<file path="config.mk">
export PLATFORM = sky130hd
export DESIGN_NAME = dll_ctrl
export DESIGN_NICKNAME = d
export VERILOG_FILES = /design/src/rtl/dll_ctrl_pkg.sv /design/src/rtl/dll_step_alu.sv /design/src/rtl/dll_lock_det.sv /design/src/rtl/dll_bus_latch.sv /design/src/rtl/dll_ctrl.sv
export SDC_FILE = /design/constraint.sdc
export NUM_CORES = 1
export LEC_CHECK = 0
export ABC_AREA = 1
export ABC_CLOCK_PERIOD_IN_PS = 2790
export BUFFER_PORTS_ARGS = -buffer_cell sky130_fd_sc_hd__buf_4
export CORE_MARGIN = 2
export CORE_UTILIZATION = 45
export DETAILED_ROUTE_END_ITERATION = 16
export PLACE_DENSITY_LB_ADDON = 0.12
export SETUP_SLACK_MARGIN = 0.3
export SLEW_MARGIN = 30
export SYNTH_ARGS = -nofsm -noshare
export SYNTH_HDL_FRONTEND = slang
export SYNTH_SLANG_ARGS = --single-unit
export TNS_END_PERCENT = 10
</file>
<file path="constraint.sdc">
create_clock -name clk -period 2.79 [get_ports clk]
set_clock_uncertainty 0.05 [all_clocks]
set_input_delay 0 -clock clk [delete_from_list [all_inputs] [get_ports clk]]
set_output_delay 0 -clock clk [all_outputs]
set_load 0.03 [all_outputs]
</file>
<file path="src/rtl/dll_ctrl_pkg.sv">
package dll_ctrl_pkg;

    parameter int CODE_W   = 9;
    parameter int ERR_W    = 8;
    parameter int MAX_STEP = 8;

    localparam int CODE_MAX = (1 << CODE_W) - 1;
    localparam int CODE_MID = 1 << (CODE_W - 1);
    localparam int SUM_W    = CODE_W + 2;

    typedef logic [CODE_W-1:0] code_t;
    typedef logic [ERR_W-1:0]  err_t;
    typedef logic [ERR_W:0]    mag_t;

    typedef struct packed {
        logic valid;
        err_t err;
    } pd_sample_t;

    // magnitude of a two's complement error, one bit wider so -2^(W-1) fits
    function automatic mag_t err_mag(input err_t e);
        mag_t ext;
        ext = {e[ERR_W-1], e};
        return e[ERR_W-1] ? mag_t'(-ext) : ext;
    endfunction

    // error clamped to +/- MAX_STEP, still two's complement
    function automatic err_t clamp_step(input err_t e);
        if (!e[ERR_W-1] && (err_mag(e) > mag_t'(MAX_STEP)))
            return err_t'(MAX_STEP);
        if (e[ERR_W-1] && (err_mag(e) > mag_t'(MAX_STEP)))
            return err_t'(-MAX_STEP);
        return e;
    endfunction

endpackage

</file>
<file path="src/rtl/dll_step_alu.sv">
module dll_step_alu
    import dll_ctrl_pkg::*;
(
    input  code_t cur_code,
    input  err_t  err,
    output code_t next_code
);
    logic [SUM_W-1:0] code_ext;
    logic [SUM_W-1:0] step_ext;
    logic [SUM_W-1:0] sum;
    err_t             step;

    always_comb begin
        step     = clamp_step(err);
        code_ext = {2'b00, cur_code};
        step_ext = {{(SUM_W-ERR_W){step[ERR_W-1]}}, step};
        sum      = code_ext + step_ext;
        if (sum[SUM_W-1])
            next_code = '0;
        else if (sum > SUM_W'(CODE_MAX))
            next_code = code_t'(CODE_MAX);
        else
            next_code = sum[CODE_W-1:0];
    end
endmodule

</file>
<file path="src/rtl/dll_lock_det.sv">
module dll_lock_det
    import dll_ctrl_pkg::*;
#(
    parameter int ACQ_N    = 16,
    parameter int ACQ_TOL  = 1,
    parameter int LOSS_N   = 4,
    parameter int LOSS_TOL = 4
) (
    input  logic       clk,
    input  logic       rst_n,
    input  pd_sample_t smp,
    output logic       locked
);
    localparam int ACQ_CW  = $clog2(ACQ_N + 1);
    localparam int LOSS_CW = $clog2(LOSS_N + 1);

    logic [ACQ_CW-1:0]  near_cnt;
    logic [LOSS_CW-1:0] far_cnt;
    mag_t               mag;
    logic               is_near;
    logic               is_far;

    always_comb begin
        mag     = err_mag(smp.err);
        is_near = (mag <= mag_t'(ACQ_TOL));
        is_far  = (mag > mag_t'(LOSS_TOL));
    end

    always_ff @(posedge clk) begin
        if (!rst_n) begin
            near_cnt <= '0;
            far_cnt  <= '0;
            locked   <= 1'b0;
        end else if (smp.valid) begin
            if (is_near) begin
                if (near_cnt == ACQ_CW'(ACQ_N - 1))
                    locked <= 1'b1;
                else
                    near_cnt <= near_cnt + 1'b1;
            end else begin
                near_cnt <= '0;
            end
            if (is_far) begin
                if (far_cnt == LOSS_CW'(LOSS_N - 1))
                    locked <= 1'b0;
                else
                    far_cnt <= far_cnt + 1'b1;
            end else begin
                far_cnt <= '0;
            end
        end
    end

    // lock can only rise on a small-error valid sample
    assert_lock_rise_R8: assert property (@(posedge clk) disable iff (!rst_n)
        $rose(locked) |-> $past(smp.valid && (err_mag(smp.err) <= mag_t'(ACQ_TOL))));

    // lock can only fall (outside reset) on a large-error valid sample
    assert_lock_fall_R9: assert property (@(posedge clk) disable iff (!rst_n)
        ($fell(locked) && $past(rst_n)) |-> $past(smp.valid && (err_mag(smp.err) > mag_t'(LOSS_TOL))));
endmodule

</file>
<file path="src/rtl/dll_bus_latch.sv">
module dll_bus_latch
    import dll_ctrl_pkg::*;
(
    input  logic  clk,
    input  logic  rst_n,
    input  logic  strobe,
    input  code_t code_d,
    output code_t bus
);
    always_ff @(posedge clk) begin
        if (!rst_n)
            bus <= code_t'(CODE_MID);
        else if (strobe)
            bus <= code_d;
    end

    // bus steady without a strobe
    assert_bus_steady_R6: assert property (@(posedge clk) disable iff (!rst_n)
        !strobe |=> $stable(bus));
endmodule

</file>
<file path="src/rtl/dll_ctrl.sv">
module dll_ctrl
    import dll_ctrl_pkg::*;
#(
    parameter int ACQ_N    = 16,
    parameter int ACQ_TOL  = 1,
    parameter int LOSS_N   = 4,
    parameter int LOSS_TOL = 4
) (
    input  logic              clk,
    input  logic              rst_n,
    input  logic              pd_valid,
    input  logic [ERR_W-1:0]  pd_err,
    input  logic              hold,
    input  logic              bus_strobe,
    output logic [CODE_W-1:0] delay_code,
    output logic [CODE_W-1:0] ctrl_bus,
    output logic              locked
);
    pd_sample_t smp;
    code_t      code_q;
    code_t      alu_code;
    code_t      code_d;
    logic       do_update;

    assign smp       = '{valid: pd_valid, err: pd_err};
    assign do_update = smp.valid && !hold;

    dll_step_alu u_alu (
        .cur_code (code_q),
        .err      (smp.err),
        .next_code(alu_code)
    );

    always_comb code_d = do_update ? alu_code : code_q;

    always_ff @(posedge clk) begin
        if (!rst_n)
            code_q <= code_t'(CODE_MID);
        else
            code_q <= code_d;
    end

    dll_bus_latch u_bus (
        .clk   (clk),
        .rst_n (rst_n),
        .strobe(bus_strobe),
        .code_d(code_d),
        .bus   (ctrl_bus)
    );

    dll_lock_det #(
        .ACQ_N   (ACQ_N),
        .ACQ_TOL (ACQ_TOL),
        .LOSS_N  (LOSS_N),
        .LOSS_TOL(LOSS_TOL)
    ) u_lock (
        .clk   (clk),
        .rst_n (rst_n),
        .smp   (smp),
        .locked(locked)
    );

    assign delay_code = code_q;

    // no valid sample, no code change
    assert_idle_keep_R4: assert property (@(posedge clk) disable iff (!rst_n)
        !pd_valid |=> $stable(delay_code));

    // hold freezes the code
    assert_hold_freeze_R5: assert property (@(posedge clk) disable iff (!rst_n)
        hold |=> $stable(delay_code));

    // no wrap past the top
    assert_no_overflow_R3: assert property (@(posedge clk) disable iff (!rst_n)
        (pd_valid && !hold && delay_code == code_t'(CODE_MAX) && !pd_err[ERR_W-1])
        |=> delay_code == code_t'(CODE_MAX));

    // no wrap past the bottom
    assert_no_underflow_R3: assert property (@(posedge clk) disable iff (!rst_n)
        (pd_valid && !hold && delay_code == '0 && pd_err[ERR_W-1]) |=> delay_code == '0);

    // a strobe with an update shows the new code on the bus
    assert_strobe_new_R7: assert property (@(posedge clk) disable iff (!rst_n)
        bus_strobe |=> ctrl_bus == delay_code);
endmodule

</file>
==> results.md, run 1 <==
* Status: finished, final reports clean
* Fin crit share at 0.862
* #FFs+latches synth at 27
* Total GRT Usage at 0.178
* Drt wl/cell at between 10 and 15 µm
* Nets at 385
* Cell Area, Synth at 0.00200 mm²
* Worst Max-Slew Pin Slew at 635 ps
* Sw Ratio at 0.346
* Element type at the critical path start: input port
* Die height at 70.6 µm
* CTS root buf: clkbuf_8
* Internal power at 0.000636 W
* CP arrival at 2540 ps
* Top cells by count, synth: nand2_1 (91), inv_1 (45), nor2_1 (45)
* FILL cells at ~430
* Critical Path RT at 2920 ps
* Final ANT Viol Nets at 0
* Grt ovf at 0
* Input/output buffers at 31
* Period minus WS final at 2400 ps
* WP buf/inv at 3
* Core Area at ~0.0043 mm²
* Drt via density at between 5 and 6
* Crit Path Class: input port to register
* Number of cell rows at 24
* Sequential area share after synthesis at 0.271
* Die area at 0.00499 mm²
* Vias in the first global route at 1672
* Final setup viols at 0
* Starting density of the core at 0.462
* Detailed Place HPWL at 3390 µm
* Setup crit start: pd_err[1]
* Distinct cells, synth at 28
* Number of flops mapped to enable cells by yosys at 0
* Final instance area at 0.00256 mm²
* Area grow syn2layout at 28.4%
* Critical Path Most Common Cell: nand2_1
* Die width at 70.6 µm
* Final Util at 0.593
* Total power after layout at 0.000973 W
* Post-synth top area cell: dfxtp_1
* Drt total wl at 4900 µm
* Share of cells above drive strength 1 at 0.268
* TritonCTS buffer count at 3
* Worst skew pair latency at 270 ps
* Final Wtd Congestion at 0.852
* Most common cell in the netlist: nand2_1
* TritonCTS clock tree: built
* Area after DPL at 0.00225 mm²
* Leakage Power at 1.30 nW
* Net Switching at 0.000337 W
* DRC Markers at 0
* RSZ-0062 raised after global routing: false
* Biggest cell delay along the critical path at around 250 ps
* H-tree lvl count at 1
* Pwr Density at 379 mW/mm²
* Min-delay src: pd_valid
* Max Slew Vio Count at 0
* # IOs at 32
* Peak VDD IR at 0.000289 V
* Combinational share of power at 0.337
* Drt initial violations at 93
* Post-synth top flop: dfxtp_1
* Num Clock Sinks at 27
* Initial antenna violation count at 0
* F_max at slightly above 400 MHz
* Drt pass-1 iters at 5
* Hold Crit Class: input port to register
* Critical path endpoint category: register
* Largest net degree at the start of global routing at 22
* TNS Setup at 0 ps
* Clock-pin transition on the worst setup and hold timing paths at 90 ps
* Clock share of power at 0.227
* Worst slew margin at 0.576
* First-pass GRT wire length at ~7200 µm
* Critical path cell sequence: buf_4 -> inv_4 -> ha_4 -> nand2_1 -> o21ai_2 -> nor2_1 -> nand2_1 -> a21oi_4 -> nand2_1 -> o21ai_2 -> ha_4 -> a21oi_2 -> nand2_1 -> nand2_1 -> nand4_1 -> nand2_2 -> nand3_2 -> nand2_2 -> nand3_1 -> nand2_1 -> inv_1
* Number of max-cap violations at 0
* Warnings from Yosys at 0
* CP max FO at 4
* Top cells by area, synth: dfxtp_1 (27%), nand2_1 (17%), ha_1 (9.4%)
* Mapped Cells at 318
* R2R cell count at 11
* Yosys top cell area share at 0.271
* Via count at 2044
* Buffer depth of the longest clock path at 2
* WP depth at 21
* Syn avg cell area at 6.28 µm²
* Total inserted antenna cells at 0
* Syn_nets at about 350
* Crit path max-delay family: simple AND/OR/NAND/NOR gates
* Final Hold Viols at 0
* Slowest cell on the critical path: ha_4
* Ys async rst share at 0
* Start of the worst register-to-register path: delay_code[6]$_SDFF_PN0_
* Seq pwr share at 0.436
* Hold depth at 3
## power by group through the flow
stage	Sequential [W]	Combinational, W	Clock [W]
after global routing	0.000427	0.000364	0.000245
after detailed placement	0.000432	0.000272	0
after CTS	0.000423	0.000275	0.000228
final	0.000424	0.000328	0.000221
after global placement	0.000432	0.000271	0
after floorplan	0.000459	0.000171	0
## state kept, by name (all words and copies together) (netlist names)
signal	cells
delay_code	9
u_lock.locked	1
u_lock.near_cnt	5
u_bus.bus	9
u_lock.far_cnt	3
## what timing repair did
item | in CTS | in global routing
pin swaps | 1 | 21
hold endpoints to repair | 6 | 0
buffers inserted | 0 | 4
hold buffers | 1 | 0
cloned | 0 | 2
resized for setup | 1 | 50
setup endpoints to repair | 9 | 18
## cells in the final DEF, fill, tap and decap left out, types with 10 or more instances in the layout
| master | n |
|---|---|
| ha_1 | 10 |
| nand2_2 | 16 |
| inv_1 | 41 |
| nand3_2 | 10 |
| nand2_1 | 81 |
| dfxtp_1 | 27 |
| a21oi_1 | 14 |
| nand3_1 | 23 |
| buf_4 | 36 |
| nor2_1 | 42 |
## logic make-up (layout without fill, tap and decap cells)
| kind of cell | count (synthesis) | in the layout | synth area share |
|---|---|---|---|
| compound gates | 27 | 28 | 0.0771 |
| simple gates | 186 | 187 | 0.395 |
| fa+ha+maj | 16 | 16 | 0.104 |
| buf+inv | 54 | 89 | 0.118 |
| xor+xnor | 8 | 8 | 0.0351 |
| flops | 27 | 27 | 0.271 |
## area by class of cell
| type | count | area, µm² | share of cell area |
|---|---|---|---|
| multi-input cells | 239 | 1440 | 0.562 |
| flip-flops and latches | 27 | 541 | 0.211 |
| repair buffers | 38 | 292 | 0.114 |
| inverters | 47 | 181 | 0.0707 |
| well taps | 52 | 65.1 | 0.0254 |
| clock buffers | 4 | 45.0 | 0.0176 |
## through the flow
stage | setup WS (ps) | std cells | hold slack (ps)
finish | 386 | 407 | 11.5
global route | 205 | 407 | 6.96
CTS | 352 | 401 | 6.20
detailed placement | -29.7 | 396 | 214
global placement | -10.9 | 396 | 213
floorplan | 440 | 318 | 34.2
## worst reg2reg max path, stage by stage, from the launching register on
cell and delay, ps:
dfxtp_1 360, ha_1 400, nand2_1 90, nand2_1 70
a21oi_1 220, nand4_1 260, nand2_2 190, nand3_2 90
nand2_2 80, nand3_1 70, nand2_1 70, inv_1 30
## final timing paths
path | end | slack, ps
worst max-delay path | u_bus.bus[7]$_SDFFE_PN0P_ | 390
worst min-delay path | u_lock.near_cnt[3]$_SDFFE_PN0P_ | 10
worst max register to register | u_bus.bus[7]$_SDFFE_PN0P_ | 710
worst min register to register | u_lock.locked$_SDFFE_PN0P_ | 410
## layer usage
| layer | vias up | part of all wire | global-route usage |
|---|---|---|---|
| li1 | 1068 | - | - |
| met1 | 911 | 0.45 | 0.236 |
| met2 | 53 | 0.50 | 0.310 |
| met3 | 12 | 0.039 | 0.0356 |
| met4 | 0 | 0.011 | 0.0252 |
| met5 | - | 0 | 0 |
(Power assumes the default switching activity.)
==> run 2, diff against run 1 <==
Settings changed: CELL_PAD_IN_SITES_DETAIL_PLACEMENT from default to 1, CELL_PAD_IN_SITES_GLOBAL_PLACEMENT from default to 1, CORE_UTILIZATION 45 to 39, SLEW_MARGIN 30 to 25.
==> results.md, run 2 (synthesis gave the netlist of run 1 again) <==
* Status: finished, final reports clean
* Final Hold Viols at 0
* Total GRT Usage at 0.202
* # IOs at 32
* Critical Path RT at 2920 ps
* Clock-pin transition on the worst setup and hold timing paths at 100 ps
* Most frequent cells in the layout: nand2_1 (75), nor2_1 (42), buf_4 (42)
* First-pass GRT wire length at 8980 µm
* Drt pass-1 iters at 4
* Num Clock Sinks at 27
* Fin crit share at 0.873
* Critical path endpoint category: register
* Period minus WS final at 2440 ps
* Area grow syn2layout at 32.3%
* Starting density of the core at 0.399
* Drt total wl at 6070 µm
* Commonest non-fill, non-tap cell in the layout: nand2_1
* Worst slew margin at 0.562
* CP max FO at 4
* Final Util at 0.527
* Worst Max-Slew Pin Slew at 657 ps
* CP arrival at 2570 ps
* Drt via density at 4.87
* Vias in the first global route at approximately 2k
* Number of max-cap violations at 0
* Min-delay src: bus_strobe
* Dpl cells at 419
* Leakage Power at between 1 and 1.5 nW
* DRC Markers at 0
* Start of the worst register-to-register path: delay_code[8]$_SDFF_PN1_
* RSZ-0062 raised after global routing: false
* Setup crit start: pd_err[0]
* Share of cells above drive strength 1 at 0.294
* Pwr Density at between 300 and 400 mW/mm²
* Die width at roughly 76 µm
* TritonCTS buffer count at 3
* Via count at between 2k and 2.5k
* Worst skew pair latency at 270 ps
* Detailed Place HPWL at 4210 µm
* Final ANT Viol Nets at 0
* FILL cells at 687
* TritonCTS clock tree: built
* R2R setup slack at 600 ps
* Peak VDD IR at 0.000279 V
* Number of cell rows at 26
* Hold Crit Class: input port to register
* Die height at 75.6 µm
* Max Slew Vio Count at 0
* Grt ovf at 0
* Core Area at between 0.005 and 0.006 mm²
* F_max at 410 MHz
* Input/output buffers at 31
* Nets at 391
* Buffer depth of the longest clock path at 2
* Final non-filler cell total at 431
* Final setup viols at 0
* Element type at the critical path start: input port
* H-tree lvl count at 1
* Total inserted antenna cells at 0
* Crit Path Class: input port to register
* Final Wtd Congestion at 0.768
* Die area at 0.00571 mm²
* Largest net degree at the start of global routing at 22
* Drt wl/cell at 14.1 µm
* CTS root buf: clkbuf_8
* Initial antenna violation count at 0
* Drt initial violations at 52
==> run 2: cell count changes in the layout (fill, tap and decap cells not counted), moves of 2 or more <==
cell and change:
nand2_2 +5, a21oi_2 +2, xnor2_1 +2, nand2_1 -6
xnor2_2 -2, buf_4 +6, nand3_2 -2, a21oi_1 -2
nand3_1 +2
==> run 2: final cells by class <==
type	instances	area, µm²	area share
multi-input combinational	239	1450	0.548
sequential	27	541	0.205
timing repair buffer	44	335	0.127
inverter	47	184	0.0696
tap	70	87.6	0.0331
clock buffer	3	41.3	0.0156
clock inverter	1	5.00	0.00189
==> run 2: metrics by stage <==
stage          setup WS (ps)  TNS [ps]  hold WS [ps]  power (W)  cell area (µm²)
2_1_floorplan            440         0          34.2   0.000630             2000
3_3_place_gp            61.5         0           218   0.000709             2310
3_5_place_dp           -44.8      -244           215   0.000716             2310
4_1_cts                  301         0          5.49   0.000948             2390
5_1_grt                  164         0          33.1    0.00106             2640
6_report                 353         0          31.9    0.00100             2640
==> run 2: final timing paths <==
kind / end / cells after the start
worst max-delay path: u_bus.bus[0]$_SDFFE_PN0P_ / 21
worst min-delay path: u_bus.bus[8]$_SDFFE_PN1P_ / 3
worst max register to register: u_bus.bus[0]$_SDFFE_PN0P_ / 14
worst min register to register: u_lock.locked$_SDFFE_PN0P_ / 2
==> run 2: power by group <==
group / switching [W] / internal [W] / leakage (nW)
logic: 0.000216 / 0.000134 / 1.08
registers: 0.0000184 / 0.000407 / 0.222
clock network: 0.000125 / 0.000100 / 0.0255
total: 0.000360 / 0.000641 / 1.33
==> run 2: per-layer routing <==
layer	vias up	GRT usage	routed length, µm
li1	1082	-	-
met1	983	0.278	2870
met2	24	0.340	3020
met3	8	0.0146	74
met4	0	0.0546	100
met5	-	0	0
==> run 2: repair_timing <==
item | in CTS | in global routing
endpoints found under the hold margin | 6 | 1
gates resized for setup | 2 | 58
cloned | 1 | 1
setup endpoints to repair | 13 | 18
setup buffers | 1 | 3
hold buffers | 1 | 1
pin swaps | 3 | 16
==> run 2: critical path, cell delays in order <==
cell and delay, ps:
buf_4 120, inv_4 60, ha_4 190, nand2_2 60
o21ai_2 60, nor2_1 160, nand2_1 120, a21oi_4 220
nand2_1 100, o21ai_2 90, ha_4 250, a21oi_2 160
nand2_1 80, nand2_2 60, nand4_1 220, nand2_2 240
nand2_2 90, nand2_2 70, nand3_1 70, nand2_1 90
inv_1 40
